$ cat config.mk
export PLATFORM = sky130hd
export DESIGN_NAME = ext_irq_sense
export DESIGN_NICKNAME = d
export VERILOG_FILES = /design/src/rtl/irq_sense_pkg.sv /design/src/rtl/irq_pin_sync.sv /design/src/rtl/irq_flag_cell.sv /design/src/rtl/irq_regs.sv /design/src/rtl/ext_irq_sense.sv
export SDC_FILE = /design/constraint.sdc
export NUM_CORES = 1
export LEC_CHECK = 0
export BUFFER_PORTS_ARGS = -buffer_cell sky130_fd_sc_hd__clkbuf_2
export CAP_MARGIN = 10
export CORE_MARGIN = 3
export CORE_UTILIZATION = 35
export CTS_BUF_LIST = sky130_fd_sc_hd__clkbuf_8
export CTS_CLUSTER_SIZE = 25
export DETAILED_ROUTE_END_ITERATION = 8
export PLACE_DENSITY = 0.57
export SLEW_MARGIN = 20
export SYNTH_ARGS = -nofsm -noshare
export SYNTH_HDL_FRONTEND = slang
export SYNTH_SLANG_ARGS = --single-unit
$ cat constraint.sdc
create_clock -name clk -period 1.3 [get_ports clk]
set_input_delay 0.325 -clock clk [delete_from_list [all_inputs] [get_ports clk]]
set_output_delay 0.325 -clock clk [all_outputs]
set_load 0.01 [all_outputs]
$ cat src/rtl/irq_sense_pkg.sv
package irq_sense_pkg;

    localparam int NUM_PINS  = 4;
    localparam int SENSE_W   = 2;
    localparam int DATA_W    = 16;
    localparam int FLAG_LSB  = 0;
    localparam int LEVEL_LSB = 8;
    localparam int ONES_LSB  = 12;
    localparam int ONES_W    = DATA_W - ONES_LSB;

    typedef enum logic [SENSE_W-1:0] {
        SENSE_LOW  = 2'b00,
        SENSE_FALL = 2'b01,
        SENSE_RISE = 2'b10,
        SENSE_BOTH = 2'b11
    } sense_mode_e;

    typedef struct packed {
        logic now;
        logic prev;
    } pin_hist_t;

    // Detection decision for one pin in one cycle
    function automatic logic sense_hit(sense_mode_e mode, pin_hist_t h);
        logic hit;
        case (mode)
            SENSE_LOW:  hit = ~h.now;
            SENSE_FALL: hit = h.prev & ~h.now;
            SENSE_RISE: hit = ~h.prev & h.now;
            default:    hit = h.prev ^ h.now;
        endcase
        return hit;
    endfunction

endpackage

$ cat src/rtl/irq_pin_sync.sv
module irq_pin_sync #(
    parameter int NPINS  = 4,
    parameter int STAGES = 2
) (
    input  logic             clk,
    input  logic             rst,
    input  logic [NPINS-1:0] pin_i,
    output logic [NPINS-1:0] lvl_o
);

    // Synchronizer flops are not reset so that levels stay live during reset
    for (genvar p = 0; p < NPINS; p++) begin : g_pin
        logic [STAGES-1:0] shift_q;
        always_ff @(posedge clk) begin
            shift_q <= {shift_q[STAGES-2:0], pin_i[p]};
        end
        assign lvl_o[p] = shift_q[STAGES-1];
    end

    if (STAGES == 2) begin : g_chk

        level_delay_chk: assert property (@(posedge clk) disable iff (rst)
            lvl_o == $past(pin_i, 2));
    end

endmodule

$ cat src/rtl/irq_flag_cell.sv
module irq_flag_cell
    import irq_sense_pkg::*;
(
    input  logic        clk,
    input  logic        rst,
    input  logic        lvl_i,
    input  sense_mode_e mode_i,
    input  logic        clr_i,
    output logic        flag_o
);

    logic      prev_q;
    pin_hist_t hist;
    logic      evt;

    // History follows the pin in every mode
    always_ff @(posedge clk) begin
        prev_q <= lvl_i;
    end

    assign hist = '{now: lvl_i, prev: prev_q};
    assign evt  = sense_hit(mode_i, hist);

    always_ff @(posedge clk) begin
        if (rst) begin
            flag_o <= 1'b0;
        end else if (evt) begin
            flag_o <= 1'b1;
        end else if (clr_i) begin
            flag_o <= 1'b0;
        end
    end


    event_sets_flag_chk: assert property (@(posedge clk) disable iff (rst)
        evt |=> flag_o);


    clear_takes_chk: assert property (@(posedge clk) disable iff (rst)
        (clr_i && !evt) |=> !flag_o);


    no_spurious_change_chk: assert property (@(posedge clk) disable iff (rst)
        (!evt && !clr_i) |=> $stable(flag_o));

endmodule

$ cat src/rtl/irq_regs.sv
module irq_regs
    import irq_sense_pkg::*;
#(
    parameter int NPINS = 4
) (
    input  logic                     clk,
    input  logic                     rst,
    input  logic                     wr_en_i,
    input  logic                     sel_status_i,
    input  logic [DATA_W-1:0]        wdata_i,
    input  logic [NPINS-1:0]         lvl_i,
    input  logic [NPINS-1:0]         flag_i,
    output logic [SENSE_W*NPINS-1:0] ctrl_o,
    output logic [NPINS-1:0]         clr_o,
    output logic [DATA_W-1:0]        rdata_o
);

    localparam int CTRL_W = SENSE_W * NPINS;

    logic wr_ctrl;
    logic wr_stat;
    logic unused_wbits;

    assign wr_ctrl      = wr_en_i & ~sel_status_i;
    assign wr_stat      = wr_en_i & sel_status_i;
    assign unused_wbits = ^wdata_i[DATA_W-1:CTRL_W];

    always_ff @(posedge clk) begin
        if (rst) begin
            ctrl_o <= '0;
        end else if (wr_ctrl) begin
            ctrl_o <= wdata_i[CTRL_W-1:0];
        end
    end

    // Clear requests: a zero written into a flag position
    for (genvar p = 0; p < NPINS; p++) begin : g_clr
        assign clr_o[p] = wr_stat & ~wdata_i[FLAG_LSB + p];
    end

    always_comb begin
        rdata_o = '0;
        if (sel_status_i) begin
            rdata_o[DATA_W-1:ONES_LSB] = {ONES_W{1'b1}};
            for (int p = 0; p < NPINS; p++) begin
                rdata_o[LEVEL_LSB + p] = lvl_i[p];
                rdata_o[FLAG_LSB + p]  = flag_i[p];
            end
        end else begin
            rdata_o[CTRL_W-1:0] = ctrl_o;
        end
    end


    ctrl_hold_chk: assert property (@(posedge clk) disable iff (rst)
        !wr_ctrl |=> $stable(ctrl_o));

endmodule

$ cat src/rtl/ext_irq_sense.sv
module ext_irq_sense
    import irq_sense_pkg::*;
#(
    parameter int NPINS = NUM_PINS
) (
    input  logic              clk,
    input  logic              rst,
    input  logic [NPINS-1:0]  irq_pin_i,
    input  logic              wr_en_i,
    input  logic              sel_status_i,
    input  logic [DATA_W-1:0] wdata_i,
    output logic [DATA_W-1:0] rdata_o,
    output logic [NPINS-1:0]  irq_req_o
);

    localparam int CTRL_W = SENSE_W * NPINS;

    logic [NPINS-1:0]  lvl;
    logic [NPINS-1:0]  flags;
    logic [NPINS-1:0]  clr;
    logic [CTRL_W-1:0] ctrl;

    irq_pin_sync #(.NPINS(NPINS), .STAGES(2)) i_sync (
        .clk   (clk),
        .rst   (rst),
        .pin_i (irq_pin_i),
        .lvl_o (lvl)
    );

    irq_regs #(.NPINS(NPINS)) i_regs (
        .clk          (clk),
        .rst          (rst),
        .wr_en_i      (wr_en_i),
        .sel_status_i (sel_status_i),
        .wdata_i      (wdata_i),
        .lvl_i        (lvl),
        .flag_i       (flags),
        .ctrl_o       (ctrl),
        .clr_o        (clr),
        .rdata_o      (rdata_o)
    );

    for (genvar p = 0; p < NPINS; p++) begin : g_cell
        irq_flag_cell i_cell (
            .clk    (clk),
            .rst    (rst),
            .lvl_i  (lvl[p]),
            .mode_i (sense_mode_e'(ctrl[SENSE_W*p +: SENSE_W])),
            .clr_i  (clr[p]),
            .flag_o (flags[p])
        );
    end

    assign irq_req_o = flags;


    req_mirror_chk: assert property (@(posedge clk) disable iff (rst)
        sel_status_i |-> (rdata_o[FLAG_LSB +: NPINS] == irq_req_o));


    status_frame_chk: assert property (@(posedge clk) disable iff (rst)
        sel_status_i |-> (rdata_o[DATA_W-1:ONES_LSB] == {ONES_W{1'b1}}));

endmodule

==> results.yml <==
synthesis:
  synth_edf_count: 0
  yosys-top-cells-area: "dfxtp_1 (44%), ha_1 (9.2%), mux2i_1 (7.4%)"
  syn_area_um2: 1090
  synth_common_cells: "dfxtp_1 (24), nor2_1 (12), nor2b_1 (10)"
  synthFlopType: "dfxtp_1"
  synth_area_leader_cell: "dfxtp_1"
  synthArstFlopShare_pct: 0
  synth_nets: 141
  syn-mean-instance-area_um2: 9.99
  synth_top_area_share_pct: 44.1
  netlist_instances: 109
  ys_ff_latch: 24
  yosysMostFrequentCell: "dfxtp_1"
  yosys_warnings: 0
  synth.yosys.seq_area_share_pct: 44.1
  synth_cell_types: 18
job:
  cap_violations: 0
route:
  wl_per_cell_um: 11.9
  drtPass1Iterations: 3
  via_count: 871
  routed_wl_um: 2160
  drcViolationCount: 0
  drt_iter0_drc: 33
  viasPerCell: 4.81
  ant_nets: 0
placement:
  dp_hpwl_um: 1620
  place_congestion: 0.741
  io_buffers: 35
  placed_cell_area_um2: 1280
layout:
  areaGrowthSynthToFinish_pct: 31.4
  drive_above_1_share_pct: 46.0
  antenna_cells: 0
  nNetsFinal: 183
  seq_area_um2: 498
  multiInputGateArea_um2: 498
  stdcell_area_um2: 1430
  fillCellCount: 272
floorplanning:
  start_util_pct: 38.2
  io_pins: 44
  dieArea_um2: 3820
  coreArea_um2: 2850
  die_h_um: 61.8
  die_w_um: 61.8
  rows: 19
clock_tree:
  clock_latency_ns: 0.26
  clockRootBuffer: "clkbuf_8"
  cts_tree: "built"
  cts.hold.buffers_added: 0
  clk_pin_slew_ns: 0.08
  cts_sinks: 24
  htree_levels: 1
  cts_buffers: 3
  clock_path_buffers: 2
setup_path:
  end_kind: "output pin"
  worstSetupStartpoint: "i_regs.ctrl_o[3]"
  critPathLaunchType: "flop"
  cp.required_ns: 0.98
  path_class: "reg2out"
  cp_max_fo: 2
  arrival_ns: 0.98
  rr_startpoint: "i_sync.g_pin[0].shift_q[1]"
global_routing:
  grt_pass1_wl_um: 3500
  grt_pass1_vias: 789
  globalRoute.totalOverflow: 0
  grt_max_degree: 14
  grt_usage_pct: 12.5
  grt_antenna_before_repair: 0
sta:
  layout_min_cycle_time_ns: 1.31
  setup_violations: 1
  timing.hold.ws_ns: 0.163
  finalMaxSlewViolations: 0
  finalClockSkew_ns: 0.00289
  worstMarginPinSlew_ns: 0.262
  rsz0062_at_grt: "yes"
  slew_headroom_pct: 82.5
  final_hold_viol_count: 0
  period_share_pct: 101
  fin_ws_ns: -0.00848
  fmaxAchievable_mhz: 764
power:
  peakVddDrop_mv: 0.529
  p_per_area_nw_per_um2: 1110
  leakagePower_nw: 0.707
hold_path:
  min_from: "irq_pin_i[3]"
  hold_path_class: "in2reg"
run_status:
  status: "complete, but fails checks"
  violations: "setup timing"
-- report_power, final --
| group | total (mW) | switching, mW | internal [mW] |
|---|---|---|---|
| Clock | 0.485 | 0.216 | 0.270 |
| Sequential | 0.818 | 0.0308 | 0.787 |
| Combinational | 0.281 | 0.127 | 0.154 |
| Total | 1.58 | 0.374 | 1.21 |
-- sequential cells by signal (all words and copies together) (netlist names) --
name                  count
i_sync.g_pin.shift_q      8
g_cell.i_cell.flag_o      4
i_regs.ctrl_o             8
g_cell.i_cell.prev_q      4
-- metrics by stage --
stage	setup TNS (ns)	setup slack, ns	power, mW	utilization [%]	cells
after floorplan	0	0.162	0.988	-	109
after global placement	-0.945	-0.0843	1.06	44.7	170
after detailed placement	-1.25	-0.119	1.07	44.7	170
after CTS	-0.0280	-0.0210	1.60	49.5	181
after global routing	-0.126	-0.0480	1.68	50.1	181
final	-0.00848	-0.00848	1.58	50.1	181
-- logic make-up after synthesis --
kind of cell / share of synthesized area [%]
AOI/OAI and AO/OA: 10.7
adders and majority gates: 9.20
muxes: 11.5
DFF: 44.1
and+or+nand+nor: 13.7
buffers and inverters: 10.8
-- worst max-delay path, stage by stage (launching register included) --
cell      delay [ns]
dfxtp_4         0.34
mux2_2          0.26
clkbuf_2        0.13
-- layout by cell type, fill, tap and decap left out, drive strengths merged --
cell type  count
a21oi          4
and2           4
buf           15
clkbuf        37
dfxtp         24
ha             8
inv            9
mux2           4
mux2i          8
nand2          2
nor2          12
nor2b         11
o2111ai        1
o211ai         7
o311ai         4
-- timing repair --
item	CTS	global route
endpoints found under the setup margin	12	8
gates resized for setup	13	8
pin swaps	0	0
buffers inserted	7	0
-- worst paths after layout --
check	end	slack, ns	cells past startpoint
hold reg to reg	i_sync.g_pin[2].shift_q[1]	0.33	0
setup reg to reg	g_cell[0].i_cell.flag_o	0.18	5
setup / recovery	rdata_o[3]	-0.008	2
hold / removal	i_sync.g_pin[3].shift_q[0]	0.16	1
-- area by class of cell --
type / instances / area share, %
Clock buffer: 4 / 3.85
Multi-Input combinational cell: 65 / 34.8
Inverter: 9 / 2.36
Timing Repair Buffer: 48 / 21.4
Sequential cell: 24 / 34.8
Tap cell: 31 / 2.71
-- per-layer routing --
metal | up-vias | track usage [%] | part of all wire, % | routed length [um]
met5 | - | 0 | 0 | 0
met4 | 0 | 4.85 | 0.74 | 16
met3 | 2 | 3.93 | 4.4 | 94
met1 | 405 | 14.5 | 43 | 929
li1 | 444 | - | - | -
met2 | 20 | 21.4 | 52 | 1120
Note: power is estimated with default switching activity, not from simulation.
